--- src/rtl/rx_word_fifo.sv ---
module rx_word_fifo #(
  parameter int DW    = 32,
  parameter int DEPTH = 32
) (
  input  logic          clk,
  input  logic          rst,
  input  logic          wr_en,
  input  logic [DW-1:0] wr_data,
  input  logic          rd_en,
  output logic [DW-1:0] rd_data,
  output logic          empty,
  output logic          half,
  output logic          full,
  input  logic [1:0]    flag_sel,
  output logic          flag_out
);

  localparam int PW   = $clog2(DEPTH);
  localparam int CW   = PW + 1;
  localparam int HALF = DEPTH / 2;

  logic [DW-1:0] mem [DEPTH];
  logic [PW-1:0] wptr, rptr;
  logic [CW-1:0] count;

  wire do_pop   = rd_en && !empty;
  wire do_push  = wr_en && (!full || do_pop);
  wire do_ovw   = wr_en && full && !do_pop;
  wire [PW-1:0] wlast = wptr - PW'(1);

  always_ff @(posedge clk) begin
    if (do_push) mem[wptr]  <= wr_data;
    if (do_ovw)  mem[wlast] <= wr_data;
  end

  always_ff @(posedge clk) begin
    if (rst) begin
      wptr  <= '0;
      rptr  <= '0;
      count <= '0;
    end else begin
      if (do_push) wptr <= (wptr == PW'(DEPTH - 1)) ? '0 : wptr + PW'(1);
      if (do_pop)  rptr <= (rptr == PW'(DEPTH - 1)) ? '0 : rptr + PW'(1);
      case ({do_push, do_pop})
        2'b10:   count <= count + CW'(1);
        2'b01:   count <= count - CW'(1);
        default: count <= count;
      endcase
    end
  end

  assign rd_data = mem[rptr];
  assign empty   = (count == '0);
  assign half    = (count >= CW'(HALF));
  assign full    = (count == CW'(DEPTH));

  always_comb begin
    case (flag_sel)
      2'd0:    flag_out = empty;
      2'd1:    flag_out = half;
      2'd2:    flag_out = full;
      default: flag_out = !empty;
    endcase
  end

  assert_reset_empty_R1: assert property (@(posedge clk) rst |=> empty && !half && !full);
  assert_last_pop_R3: assert property (@(posedge clk) disable iff (rst)
    (count == CW'(1) && rd_en && !wr_en) |=> empty);
  assert_flag_mix_R4: assert property (@(posedge clk) disable iff (rst)
    !(empty && half) && !(empty && full));
  assert_full_hold_R5: assert property (@(posedge clk) disable iff (rst)
    (full && !rd_en) |=> full);
  assert_overwrite_keeps_oldest_R6: assert property (@(posedge clk) disable iff (rst)
    (full && wr_en && !rd_en) |=> $stable(rd_data) && full);
  assert_pop_push_full_R7: assert property (@(posedge clk) disable iff (rst)
    (full && wr_en && rd_en) |=> full);
  assert_pop_empty_ignored_R8: assert property (@(posedge clk) disable iff (rst)
    (empty && rd_en && !wr_en) |=> empty);
  assert_first_store_R10: assert property (@(posedge clk) disable iff (rst)
    (empty && wr_en) |=> !empty);

endmodule

--- config.mk ---
export PLATFORM = sky130hd
export DESIGN_NAME = rx_word_fifo
export DESIGN_NICKNAME = d
export VERILOG_FILES = /design/src/rtl/rx_word_fifo.sv
export SDC_FILE = /design/constraint.sdc
export NUM_CORES = 1
export LEC_CHECK = 0
export BUFFER_PORTS_ARGS = -buffer_cell sky130_fd_sc_hd__clkbuf_2
export CELL_PAD_IN_SITES_DETAIL_PLACEMENT = 0
export CELL_PAD_IN_SITES_GLOBAL_PLACEMENT = 1
export CORE_MARGIN = 2
export CORE_UTILIZATION = 51
export CTS_BUF_LIST = sky130_fd_sc_hd__clkbuf_4 sky130_fd_sc_hd__clkbuf_8
export DETAILED_ROUTE_END_ITERATION = 6
export PLACE_DENSITY_LB_ADDON = 0.1
export SYNTH_ARGS = -nofsm -noshare
export SYNTH_HDL_FRONTEND = slang
export SYNTH_SLANG_ARGS = --single-unit
export TNS_END_PERCENT = 100
--- constraint.sdc ---
create_clock -name clk -period 5.6 [get_ports clk]
set_input_delay 0.56 -clock clk [delete_from_list [all_inputs] [get_ports clk]]
set_output_delay 0.56 -clock clk [all_outputs]
set_load 0.03 [all_outputs]
After elaboration in Yosys (flattened, before gate mapping)
Memory sizes are Yosys's and may differ from the RTL's. A register that Yosys moved wholly into a read port is not among the register bits.
Index checks and enable logic that the tools add are counted.

word-level totals
  bits in registers = 16
  RAM bits = 1024
  input port bits = 38
  word-level logic and storage cells = 42
  memories = 1

memories
  name  depth  width  rd ports  clocked after Yosys merged registers in  write ports  RTL line  text
  mem   32     32     1         1                                        1            22        logic [DW-1:0] mem [DEPTH];

operators by class
  add/sub/neg operators = 5
  $lt $le $gt $ge = 1
  equal/unequal tests = 7
  muxes and demuxes = 13
  reduce and logical (&&, ||, !) cells = 12

operator list
  kind                                                  number
  two-way mux 32 bit                                    1
  OR reduction 32 bit                                   1
  two-way mux 5 bit                                     5
  case mux 6 bit (2 select lines)                       1
  adder 5 x 1 -> 5 bit (second input constant)          2
  equality test 5 bit (second input constant)           2
  adder 6 x 1 -> 6 bit (second input constant)          1
  equality test 6 bit (second input constant)           1
  >= comparator 6 x 5 -> 1 bit (second input constant)  1
  logical NOT 6 bit                                     1
  subtractor 6 x 1 -> 6 bit (second input constant)     1
  two-way mux 1 bit                                     5
  subtractor 5 x 1 -> 5 bit (second input constant)     1
  equality test 2 x 1 -> 1 bit (second input constant)  2
  equality test 2 bit (second input constant)           2
  logical AND 1 bit                                     4
  logical NOT 1 bit                                     3
  case mux 1 bit (3 select lines)                       1
  logical NOT 2 bit                                     1
  nonzero test 2 bit                                    1
  logical OR 1 bit                                      1

Depth between registers and ports, before layout
  depth in word-level cells = 9
  depth in mapped cells = 11

Worst setup path after synthesis
Ideal clock, no wire load.

  kind = register -> register
  start point = register wptr[0]
  end point = memory mem[12][0] (enable)
  library setup time = 0.461 ns
  data arrival time = 3.723 ns
  path slack = 1.415 ns
  stages on the path, launching flop included = 8
  clock period less this slack = 4.185 ns
  path through = dfxtp_1 -> buf_2 -> inv_1 -> ha_1 -> nand4_2 -> mux2_2 -> nor2_1 -> nor3_1

on the way
  word-level cells in the longest chain between the ends = 2

ends and longest elaborated chain
  element                                 RTL line  text
  start: declaration                      23        logic [PW-1:0] wptr, rptr;
  start signal: assignment                42        if (do_push) wptr <= (wptr == PW'(DEPTH - 1)) ? '0 : wptr + PW'(1);
  subtractor 5 x 1 -> 5 bit               29        wire [PW-1:0] wlast = wptr - PW'(1);
  two-way mux 5 bit (no source line) (*)  n/a
  end: declaration                        22

Every way passes the cells marked *; elsewhere a longest branch is shown, timed or not.

==> results.py <==
metrics = {
    "placement": {
        "portBuffers": 73,
        "hpwl_mm": 52.8,
        "placed_area_um2": 41700,
        "dp.cells": 2843,
        "gp_congestion": 0.769,
        "dp_slack_ns": 2.00,
    },
    "sta": {
        "setup_tns_ns": 0,
        "setup_ws_ns": 1.47,
        "max_slew_margin_pct": 13.1,
        "drv_slew": 0,
        "tightest_slew_ns": 1.30,
        "setup_violations": 0,
        "fin_hold_ws_ns": 0.198,
        "rsz0062_at_grt": "no",
        "timing.final.crit_share_pct": 73.8,
        "max_freq_mhz": 242,
        "skew_ns": 0.0296,
        "finalHoldViolCount": 0,
        "period_minus_slack_ns": 4.13,
    },
    "outcome": {
        "status": "completed",
    },
    "route": {
        "wl_met3_mm": 6.09,
        "wl_met1_mm": 38.6,
        "dr_wl_met2_mm": 45.7,
        "routed_wl_mm": 93.2,
        "vias": 19100,
        "viasPerCell": 6.08,
        "dr.first_iter.drc_count": 1856,
        "drcViolationCount": 0,
        "dr.pass1.iters": 6,
        "drtAntennaViolNets": 0,
        "topRoutingLayerUsed": "met5",
        "wire_per_inst_um": 29.7,
    },
    "yosys": {
        "synth-simple-area-share_pct": 2.25,
        "synth_top_area_share_pct": 77.5,
        "synth_compound_area_share_pct": 2.91,
        "synth_most_common_cell": "edfxtp_1",
        "yosysSeqAreaShare_pct": 78.6,
        "netlist.top_cell.by_area": "edfxtp_1",
        "synthTopCellsByArea": "edfxtp_1 78%, mux4_2 15%, o22ai_1 2.1%",
        "synth_xor_xnor_area_share_pct": 0.133,
        "syn_avg_cell_area_um2": 22.5,
        "async_flop_share_pct": 0,
        "ys_types": 59,
        "synthesis.area_um2": 39700,
        "synth_seq_cells": 1045,
        "ys_warn_count": 0,
        "synth_top_family_by_area": "multiplexers",
        "synth_edf_count": 1024,
        "syn_nets": 1804,
        "syn_inst": 1760,
        "ys.flop_type": "edfxtp_1",
        "synth_mux_area_share_pct": 14.7,
        "synth_commonest_cells": "1,024 x edfxtp_1, 256 x mux4_2, 130 x o22ai_1",
        "synth_fa_ha_area_share_pct": 0.189,
    },
    "final_layout": {
        "finalInstanceArea_um2": 44900,
        "drive_above_1_share_pct": 34.0,
        "area_delta_synth_final_pct": 13.3,
        "final_cells": 3138,
        "fin_nets": 2015,
        "fin_util_pct": 58.2,
    },
    "critical_path": {
        "reg2reg_from": "wptr[0]$_SDFFE_PP0P_",
        "ff2ff_path_depth": 7,
        "cp.required_ns": 5.04,
        "cpPeakStageDelay_ns": 0.65,
        "cp_top_family": "simple AND/OR/NAND/NOR gates",
        "path_class": "reg -> out",
        "crit_chain": "nand3b_1 -> buf_4 -> o22ai_1 -> nor4_1 -> clkbuf_2",
        "cp-end-kind": "output pin",
        "critPathMaxFanout": 23,
        "worst_r2r_endpoint": "mem[3][5]$_DFFE_PP_",
        "crit_arrival_ns": 3.57,
        "cp-start-kind": "flop",
        "cp_num_buf_inv": 2,
        "cp.depth": 5,
        "r2r_setup_slack_ns": 2.21,
        "slowest_stage": "nor4_1",
    },
    "power": {
        "clkPwrFrac_pct": 34.8,
        "total_power_mw": 18.0,
        "power_switching_mw": 4.55,
        "pwr-share-comb_pct": 16.2,
        "powerDensity_nw_per_um2": 400,
        "switching_share_pct": 25.3,
        "pwr-share-seq_pct": 49.0,
        "intPower_mw": 13.4,
        "ir_drop_mv": 0.232,
        "cellLeakagePower_nw": 13.8,
    },
    "grt": {
        "grt-ovfl-total": 0,
        "grt_max_degree": 55,
        "grt_usage_pct": 24.1,
        "grt_pass1_wl_mm": 136,
        "grt_pass1_vias": 20000,
        "antenna_found_initial": 1,
    },
    "die": {
        "start_util_pct": 51.4,
        "fp.dieH_um": 283,
        "die_w_um": 283,
        "die_area_um2": 80000,
        "io_pins": 74,
        "core_area_um2": 77200,
        "rows": 102,
    },
    "hold_path": {
        "min_path_cells": 2,
        "min_to": "count[3]$_SDFFE_PP0P_",
        "min_from": "rst",
        "hold_path.class": "in -> reg",
    },
    "cts": {
        "cts_buffers": 166,
        "clk_latency_ns": 0.81,
        "cts_root_buf": "clkbuf_8",
        "clockBufferDepth": 3,
        "cts_tree": "done",
        "cts.clk_slew.worst_paths_ns": 0.06,
        "cts_hold_buf": 0,
        "cts_setup_buffers": 0,
        "clock_sinks": 1045,
        "cts_resized": 0,
        "htree_levels": 4,
    },
    "run": {
        "maxCapViolations": 0,
    },
}
==> layer usage <==
layer | up-vias | track usage, %
li1 | 8038 | -
met1 | 10200 | 33.1
met2 | 698 | 38.7
met3 | 158 | 4.95
met4 | 3 | 8.60
met5 | - | 0.794
==> worst max-delay path by stage <==
stage / to / slack (ns)
floorplan: mem[12][0]$_DFFE_PP_ / 1.42
global placement: mem[20][26]$_DFFE_PP_ / 1.96
detailed placement: mem[20][26]$_DFFE_PP_ / 2.00
CTS: rd_data[8] / 1.38
global route: rd_data[17] / 1.22
finish: rd_data[4] / 1.47
==> registers in the layout, summed over array words and instances, names as in the netlist, named ones only <==
name / cells
mem: 1024
count: 6
rptr: 5
wptr: 5
==> power groups by stage <==
stage / sequential (mW) / combinational (mW) / clock, mW
after floorplan: 8.84 / 2.29 / 0
after global placement: 8.97 / 2.97 / 0
after detailed placement: 8.97 / 2.97 / 0
after CTS: 8.81 / 2.98 / 6.40
after global routing: 8.82 / 3.13 / 6.73
final: 8.81 / 2.91 / 6.26
==> cell type report <==
cell class                 count  area [µm²]
multi-input combinational    612        8240
tap                         1040        1300
fill                        5598       32300
inverter                       6        22.5
timing repair buffer         140         981
sequential                  1045       31200
clock buffer                 230        2780
antenna                        2        5.00
clock inverter                63         405
==> cell usage in the layout, fill, tap and decap left out, types with 4 or more instances in the layout <==
cell        instances
nand3b_1            5
nor2_4             29
nor4_1             32
edfxtp_1         1024
xnor2_1             5
clkinv_2            9
a31oi_1             5
inv_6               4
nor2_1             25
a21oi_1            16
nor2b_1             4
o22ai_1           130
buf_4              58
nor3_1              8
clkbuf_4           61
clkinvlp_4          5
buf_12              9
inv_1               6
dfxtp_1            19
clkbuf_8          169
clkbuf_2           73
and3_1              8
nand2_1            10
nand3_1             8
mux4_2            256
clkinv_1           38
o21ai_0             4
nor3_2              6
ha_1                6
nand2b_1            4
==> worst register-to-register path, stage by stage (launching register included) <==
cell,delay [ns]
dfxtp_1,0.58
inv_1,0.19
ha_1,0.31
nor3_1,0.17
and3_1,0.29
a21oi_1,0.28
nor2_4,0.89
buf_4,0.38
==> logic make-up after synthesis <==
logic type,Yosys count
adder cells (fa/ha/maj),6
AND/OR/NAND/NOR,163
flip-flops,1045
buffers and inverters,103
XOR/XNOR,6
multiplexers,261
AO/OA/AOI/OAI,176
Note: power is estimated with default switching activity, not from simulation.
